**src/rtl/pwr_seq_pkg.sv**
```systemverilog
package pwr_seq_pkg;
  localparam int IRQ_N = 3;
  typedef enum logic [1:0] {
    PS_RUN  = 2'd0,
    PS_DOWN = 2'd1,
    PS_HOLD = 2'd2
  } pwr_state_e;
endpackage

```
**src/rtl/pwr_cmd_reg.sv**
```systemverilog
module pwr_cmd_reg (
  input  logic clk,
  input  logic rst_n,
  input  logic set_req,
  input  logic in_run,
  input  logic wake_take,
  output logic pd_q
);
  always_ff @(posedge clk or negedge rst_n) begin
    if (!rst_n)                pd_q <= 1'b0;
    else if (wake_take)        pd_q <= 1'b0;
    else if (set_req && in_run) pd_q <= 1'b1;
  end

  // a set request outside running never raises the bit
  assert_set_only_running_R9: assert property (@(posedge clk) disable iff (!rst_n)
    $rose(pd_q) |-> $past(in_run));
endmodule

```
**src/rtl/pwr_wake_detect.sv**
```systemverilog
module pwr_wake_detect #(
  parameter int IRQ_N = pwr_seq_pkg::IRQ_N
) (
  input  logic             clk,
  input  logic             rst_n,
  input  logic             in_down,
  input  logic [IRQ_N-1:0] irq,
  input  logic [IRQ_N-1:0] irq_en,
  input  logic             batt_mode,
  input  logic             sys_at_batt,
  input  logic             sys_above_batt,
  input  logic             sys_level,
  output logic             wake
);
  logic [IRQ_N-1:0] masked;
  logic             irq_wake;
  logic             fall_seen;
  logic             recover_seen;
  logic             armed_q;

  for (genvar g = 0; g < IRQ_N; g++) begin : g_mask
    assign masked[g] = irq[g] & irq_en[g];
  end

  assign irq_wake     = |masked;
  assign fall_seen    = batt_mode ? sys_at_batt    : ~sys_level;
  assign recover_seen = batt_mode ? sys_above_batt :  sys_level;

  always_ff @(posedge clk or negedge rst_n) begin
    if (!rst_n)        armed_q <= 1'b0;
    else if (!in_down) armed_q <= 1'b0;
    else if (fall_seen) armed_q <= 1'b1;
  end

  assign wake = in_down && (irq_wake || (armed_q && recover_seen));

  // a supply-driven wake needs the block to have been down on the previous edge
  assert_supply_wake_armed_R7: assert property (@(posedge clk) disable iff (!rst_n)
    (wake && !irq_wake) |-> $past(in_down));
endmodule

```
**src/rtl/pwr_hold_timer.sv**
```systemverilog
module pwr_hold_timer #(
  parameter int CNT_W = 8
) (
  input  logic             clk,
  input  logic             rst_n,
  input  logic             load,
  input  logic [CNT_W-1:0] len,
  input  logic             in_hold,
  output logic             done
);
  localparam logic [CNT_W-1:0] ONE = CNT_W'(1);
  logic [CNT_W-1:0] cnt;

  always_ff @(posedge clk or negedge rst_n) begin
    if (!rst_n)              cnt <= '0;
    else if (load)           cnt <= len;
    else if (in_hold && !done) cnt <= cnt - ONE;
  end

  assign done = (cnt <= ONE);
endmodule

```
**src/rtl/pwr_seq_fsm.sv**
```systemverilog
module pwr_seq_fsm
  import pwr_seq_pkg::*;
(
  input  logic clk,
  input  logic rst_n,
  input  logic pd_q,
  input  logic wake,
  input  logic hold_done,
  output logic in_run,
  output logic in_down,
  output logic in_hold,
  output logic wake_take,
  output logic pse,
  output logic clk_out_en,
  output logic cpu_rst_n,
  output logic ser_dis
);
  pwr_state_e state, nxt;

  always_comb begin
    nxt = state;
    case (state)
      PS_RUN:  if (pd_q)      nxt = PS_DOWN;
      PS_DOWN: if (wake)      nxt = PS_HOLD;
      PS_HOLD: if (hold_done) nxt = PS_RUN;
      default:                nxt = PS_RUN;
    endcase
  end

  always_ff @(posedge clk or negedge rst_n) begin
    if (!rst_n) state <= PS_RUN;
    else        state <= nxt;
  end

  assign in_run    = (state == PS_RUN);
  assign in_down   = (state == PS_DOWN);
  assign in_hold   = (state == PS_HOLD);
  assign wake_take = in_down && wake;

  assign pse        = !in_down;
  assign clk_out_en = !in_down;
  assign cpu_rst_n  = in_run;
  assign ser_dis    = !in_run;

  // leaving power-down requires a sampled wake
  assert_down_exit_on_wake_R3: assert property (@(posedge clk) disable iff (!rst_n)
    ($past(in_down) && !in_down) |-> $past(wake));
  // release happens only after the hold timer reports done
  assert_release_after_done_R8: assert property (@(posedge clk) disable iff (!rst_n)
    ($past(in_hold) && in_run) |-> $past(hold_done));
endmodule

```
**src/rtl/pwr_seq_top.sv**
```systemverilog
module pwr_seq_top
  import pwr_seq_pkg::*;
#(
  parameter int CNT_W = 8
) (
  input  logic             clk,
  input  logic             rst_n,
  input  logic             pd_cmd_set,
  input  logic [IRQ_N-1:0] irq,
  input  logic [IRQ_N-1:0] irq_en,
  input  logic             batt_mode,
  input  logic             sys_at_batt,
  input  logic             sys_above_batt,
  input  logic             sys_level,
  input  logic [CNT_W-1:0] rst_hold_cycles,
  output logic             pd_cmd,
  output logic             pse,
  output logic             clk_out_en,
  output logic             cpu_rst_n,
  output logic             ser_dis
);
  logic in_run, in_down, in_hold, wake_take, wake, hold_done;

  pwr_cmd_reg u_cmd (
    .clk(clk), .rst_n(rst_n), .set_req(pd_cmd_set), .in_run(in_run),
    .wake_take(wake_take), .pd_q(pd_cmd)
  );

  pwr_wake_detect #(.IRQ_N(IRQ_N)) u_wake (
    .clk(clk), .rst_n(rst_n), .in_down(in_down), .irq(irq), .irq_en(irq_en),
    .batt_mode(batt_mode), .sys_at_batt(sys_at_batt),
    .sys_above_batt(sys_above_batt), .sys_level(sys_level), .wake(wake)
  );

  pwr_hold_timer #(.CNT_W(CNT_W)) u_timer (
    .clk(clk), .rst_n(rst_n), .load(wake_take), .len(rst_hold_cycles),
    .in_hold(in_hold), .done(hold_done)
  );

  pwr_seq_fsm u_fsm (
    .clk(clk), .rst_n(rst_n), .pd_q(pd_cmd), .wake(wake), .hold_done(hold_done),
    .in_run(in_run), .in_down(in_down), .in_hold(in_hold), .wake_take(wake_take),
    .pse(pse), .clk_out_en(clk_out_en), .cpu_rst_n(cpu_rst_n), .ser_dis(ser_dis)
  );

  // the supply enable falls together with clock enable and processor reset
  assert_group_low_R2: assert property (@(posedge clk) disable iff (!rst_n)
    $fell(pse) |-> (!clk_out_en && !cpu_rst_n && ser_dis));
  // supply was already restored before the reset releases
  assert_pse_before_reset_R8: assert property (@(posedge clk) disable iff (!rst_n)
    $rose(cpu_rst_n) |-> $past(pse));
  // serial disable releases with the reset
  assert_ser_with_reset_R8: assert property (@(posedge clk) disable iff (!rst_n)
    $rose(cpu_rst_n) |-> $fell(ser_dis));
  // the command bit is clear once supply is back
  assert_cmd_cleared_R9: assert property (@(posedge clk) disable iff (!rst_n)
    $rose(pse) |-> !pd_cmd);
endmodule

```
**config.mk**
```make
export PLATFORM = sky130hd
export DESIGN_NAME = pwr_seq_top
export DESIGN_NICKNAME = d
export VERILOG_FILES = /design/src/rtl/pwr_seq_pkg.sv /design/src/rtl/pwr_cmd_reg.sv /design/src/rtl/pwr_wake_detect.sv /design/src/rtl/pwr_hold_timer.sv /design/src/rtl/pwr_seq_fsm.sv /design/src/rtl/pwr_seq_top.sv
export SDC_FILE = /design/constraint.sdc
export NUM_CORES = 1
export LEC_CHECK = 0
export ABC_AREA = 1
export CORE_MARGIN = 2
export CORE_UTILIZATION = 45
export DETAILED_ROUTE_END_ITERATION = 8
export DONT_BUFFER_PORTS = 1
export HOLD_SLACK_MARGIN = 0.08
export PLACE_DENSITY_LB_ADDON = 0.1
export SYNTH_ARGS = -nofsm -noshare
export SYNTH_HDL_FRONTEND = slang
export SYNTH_SLANG_ARGS = --single-unit
```
**constraint.sdc**
```tcl
create_clock -name clk -period 3.5 [get_ports clk]
set_input_delay 0.35 -clock clk [delete_from_list [all_inputs] [get_ports clk]]
set_output_delay 0.35 -clock clk [all_outputs]
set_load 0.1 [all_outputs]
```
; ---- Word-level counts from Yosys, hierarchy flattened
; Index checks and enable logic that the tools add are counted.
[op_classes]
addsub = 1
multipliers = 0
div_mod_pow = 0
magnitude_cmp = 1
eq_ne = 6
n_shift = 0
mux = 12
bitwise = 4
n_reduce_logical = 14
[ops]
columns = operator, n
row1 = 8-bit two-way mux, 2
row2 = "8-bit by 1-bit less-or-equal comparator with 1-bit output, second input constant", 1
row3 = "8-bit by 1-bit subtractor with 8-bit output, second input constant", 1
row4 = 1-bit two-way mux, 6
row5 = 2-bit two-way mux, 3
row6 = "2-bit != test, second input constant", 3
row7 = 2-bit one-hot mux with 3 select lines, 1
row8 = 1-bit logical AND, 5
row9 = 2-bit nonzero test, 2
row10 = 1-bit AND, 3
row11 = 1-bit logical NOT, 3
row12 = 3-bit AND reduction, 1
row13 = 3-bit OR reduction, 1
row14 = "2-bit by 1-bit == test with 1-bit output, second input constant", 1
row15 = "2-bit == test, second input constant", 1
row16 = 2-bit logical NOT, 1
row17 = "2-bit by 1-bit != test with 1-bit output, second input constant", 1
row18 = 1-bit logical OR, 1
row19 = 1-bit NOT, 1
[totals]
reg_bits = 12
latch_bits = 0
mem_bits_rw = 0
mem_bits_ro = 0
in_bits = 21
word_cells = 42
mem_count = 0

; ---- Logic depth before layout (Yosys ltp)
[logic_depth]
word_depth = 6
depth_mapped = 11
mapped_depth_nobuf = 11

; ---- Modules after synthesis
; A second synthesis with hierarchy kept.
[unflattened]
hier_cells = 133
hier_area_um2 = 898.4
[modules_own_cells]
columns = mod, instances, cells_per_inst, area_each_um2
row1 = pwr_hold_timer, 1, 91, 618.1
row2 = pwr_seq_fsm, 1, 21, 143.9
row3 = pwr_wake_detect, 1, 17, 95.1
row4 = pwr_cmd_reg, 1, 4, 41.3

; ---- Least setup slack after synthesis
; No wires, ideal clock.
[synth_timing]
path_type = flip-flop to output port
startpoint = register u_fsm.state[1]
endpoint = output ser_dis
arrival_time_ns = 2.753
required_ns = 3.150
slack_ns = 0.397
stages_incl_launch_ff = 3
n_path_buf = 0
path_cell_list = dfrtp_1 > nor2_1 > inv_1
[synth_via]
elab_chain_len = 2
[synth_rtl]
columns = item, line_no
row1 = from (decl), pwr_seq_fsm.sv:18  ; pwr_state_e state, nxt;
row2 = from (signal assigned), pwr_seq_fsm.sv:32  ; else state <= nxt;
row3 = 2-bit logical NOT, pwr_seq_fsm.sv:35  ; assign in_run = (state == PS_RUN);
row4 = named net cpu_rst_n, pwr_seq_top.sv:19  ; output logic cpu_rst_n,
row5 = 1-bit logical NOT, pwr_seq_fsm.sv:43  ; assign ser_dis = !in_run;
row6 = to (decl), pwr_seq_top.sv:20  ; output logic ser_dis
; The timed path passes the listed nets, and every way through them passes these cells.

; ---- Worst setup path in the final report
[layout_timing]
startpoint = register u_fsm.state[1]
endpoint = output pse
[layout_via]
elab_chain_len = 2
[layout_rtl]
columns = item, line_no
row1 = 2-bit by 1-bit == test with 1-bit output, pwr_seq_fsm.sv:36  ; assign in_down = (state == PS_DOWN);
row2 = 1-bit logical NOT, n/a
row3 = to (decl), pwr_seq_top.sv:17  ; output logic pse,
; Every way passes these cells.

==> impl_metrics.tcl <==
set metrics [dict create \
    vias_per_cell 4.87 \
    yosysSeqAreaShare_pct 34.1 \
    n_fill_cell 195 \
    clkTransAtPathRegs_ps 80 \
    synth_xor_area_share_pct 1.99 \
    post-dp-hpwl_um 1410 \
    worstMarginPinSlew_ps 923 \
    ir_drop_v 0.000604 \
    syn-cell-area_um2 880 \
    track_usage_pct 18.9 \
    cp.required_ps 3150 \
    criticalPathCategory "register to output pin" \
    core_area_um2 1780 \
    synth_top_family_by_area "simple AND/OR/NAND/NOR gates" \
    fp-row-count 15 \
    n_antenna_cell 0 \
    power_density_nw_per_um2 1140 \
    avgRoutedWirePerCell_um 12.0 \
    dieArea_um2 2320 \
    htree_levels 1 \
    grt_pass1_wl_um 2990 \
    cts_tree "yes" \
    clock_skew_ps 3.34 \
    cts_root_buffer "clkbuf_4" \
    cts_buffer_depth 2 \
    initialDrtViolationCount 21 \
    cts_setup_buffers 0 \
    hold_class "input pin to register" \
    cap_violations 0 \
    drive_gt1_share_pct 15.5 \
    slew_violations 0 \
    nets 154 \
    tns_ps 0 \
    synth_top_area_share_pct 34.1 \
    crit_path_start_kind "register" \
    ant_nets 0 \
    p_int_w 0.000416 \
    grt_start_max_net_pins 13 \
    rsz0062_at_grt "no" \
    clock_power_share_pct 8.2 \
    synth_flop_cell "dfrtp_1" \
    syn_area_per_cell_um2 6.98 \
    critPathMaxStageDelay_ps 530 \
    finalHoldViolations 0 \
    synth_cells 126 \
    overflow 0 \
    route.detailed.drc 0 \
    gp_congestion 0.853 \
    worstPathArrival_ps 1780 \
    max_freq_mhz 470 \
    synth_edf_count 0 \
    path_cells "nor2_2 -> inv_2" \
    yosysTopAreaCell "dfrtp_1" \
    switchingPower_w 0.000654 \
    cp-end-kind "output pin" \
    run_status "finished clean" \
    synth-simple-area-share_pct 47.4 \
    leakage_nw 0.511 \
    synth_commonest_cells "nand2_1 (47), inv_1 (16), dfrtp_1 (12)" \
    synth.area.mux_share_pct 0 \
    async_reset_ff_share_pct 100 \
    grt_pass1_vias 668 \
    synth_fa_ha_area_share_pct 2.84 \
    top_level_ports 26 \
    io_buffer_count 0 \
    first_pass_iters 4 \
    antenna_found_initial 0 \
    ys_warn_count 0 \
    switching_share_pct 61.1 \
    synth_seq_cells 12 \
    period_minus_slack_ps 2130 \
    maxSlewHeadroom_pct 38.5 \
    combPwrFrac_pct 63.4 \
    wl_um 1850 \
    cts_sinks 12 \
    die_w_um 48.2 \
    seqPwrFrac_pct 28.5 \
    worst-r2r-setup-slack_ps 1650 \
    yosysMostFrequentCell "nand2_1" \
    synth_area_leaders "dfrtp_1 (34%), nand2_1 (20%), inv_1 (6.8%), nand3_1 (6.3%), nor2_1 (3.8%)" \
    path_max_fanout 11 \
    cts_buffers 3 \
    setup_viol 0 \
    synth_cell_types 21 \
    fp.dieH_um 48.2 \
    syn_to_final_growth_pct 6.69 \
    synth-compound-area-share_pct 3.27 \
    vias 750 \
    cp_slowest_cell "inv_2" \
    start_util_pct 49.3 \
    synth_fp_nets 149 \
    clk_latency_ps 270 \
    dp_cells 150 \
    finalNonFillerCells 154 \
    timing.final.crit_share_pct 60.8 \
]
## worst paths after layout
kind | end | cells after the start | startpoint
worst max-delay path | pse | 2 | u_fsm.state[1]
worst min-delay path | u_cmd.pd_q | 1 | pd_cmd_set
worst max register to register | u_fsm.state[0] | 3 | u_fsm.state[1]
worst min register to register | u_timer.cnt[1] | 2 | u_timer.cnt[1]
max in group asynchronous | u_timer.cnt[4] | 1 | rst_n
min in group asynchronous | u_cmd.pd_q | 1 | rst_n
## layout make-up
| class | count | area, um2 | area share (%) |
|---|---|---|---|
| clock buffer | 3 | 22.5 | 2.40 |
| multi-input combinational | 93 | 490 | 52.3 |
| tap | 25 | 31.3 | 3.33 |
| timing repair buffer | 2 | 17.5 | 1.87 |
| sequential | 12 | 300 | 32.0 |
| inverter | 19 | 76.3 | 8.13 |
## placed cells by master, fill, tap and decap left out, drive strengths merged
cell type / netlist / layout
a22o: 1 / 1
buf: 2 / 1
clkbuf: 0 / 3
dfrtp: 12 / 12
dlygate4sd3: 0 / 1
ha: 2 / 2
inv: 19 / 19
nand2: 52 / 52
nand3: 14 / 14
nand3b: 2 / 2
nand4: 4 / 4
nor2: 12 / 12
o21ai: 4 / 4
xor2: 2 / 2
## repair_timing
action | CTS | global route
hold buffers | 1 | 0
resized for setup | 0 | 0
hold endpoints to repair | 12 | 0
## through the flow
stage | instance area, um2 | setup slack (ps) | util [%] | hold slack, ps | total power, W
global route | 938 | 1300 | 52.6 | 204 | 0.00117
global placement | 906 | 1690 | 50.8 | 54.7 | 0.000974
CTS | 938 | 1360 | 52.6 | 205 | 0.00108
floorplan | 880 | 397 | - | 54.4 | 0.000893
detailed placement | 906 | 1660 | 50.8 | 54.7 | 0.000987
finish | 938 | 1370 | 52.6 | 212 | 0.00107
## per-layer routing
layer	global-route usage [%]	wire (um)
met2	30.0	861
met3	2.59	52
met5	0	0
met1	25.5	907
met4	8.11	25
## power by group through the flow
stage | sequential, W | clock (W) | combinational, W
3_5_place_dp | 0.000307 | 0 | 0.000680
2_1_floorplan | 0.000290 | 0 | 0.000603
6_report | 0.000305 | 0.0000877 | 0.000678
5_1_grt | 0.000315 | 0.0000948 | 0.000756
3_3_place_gp | 0.000304 | 0 | 0.000670
4_1_cts | 0.000304 | 0.0000910 | 0.000687
## flip-flops by register name, summed over array words and instances, names as in the netlist
register        flops
u_cmd.pd_q          1
u_fsm.state         2
u_timer.cnt         8
u_wake.armed_q      1
## worst max-delay path, delay by kind of cell, from the launching register on
family	cells	cell delay [ps]
buf+inv	1	530
flops	1	480
simple gates	1	490
## cells by family (layout without fill, tap and decap cells)
family | Yosys count | count (layout)
compound gates | 5 | 5
xor+xnor | 2 | 2
buf+inv | 21 | 24
simple gates | 84 | 84
fa+ha+maj | 2 | 2
flops | 12 | 12
Power figures use the tool's default switching activity.
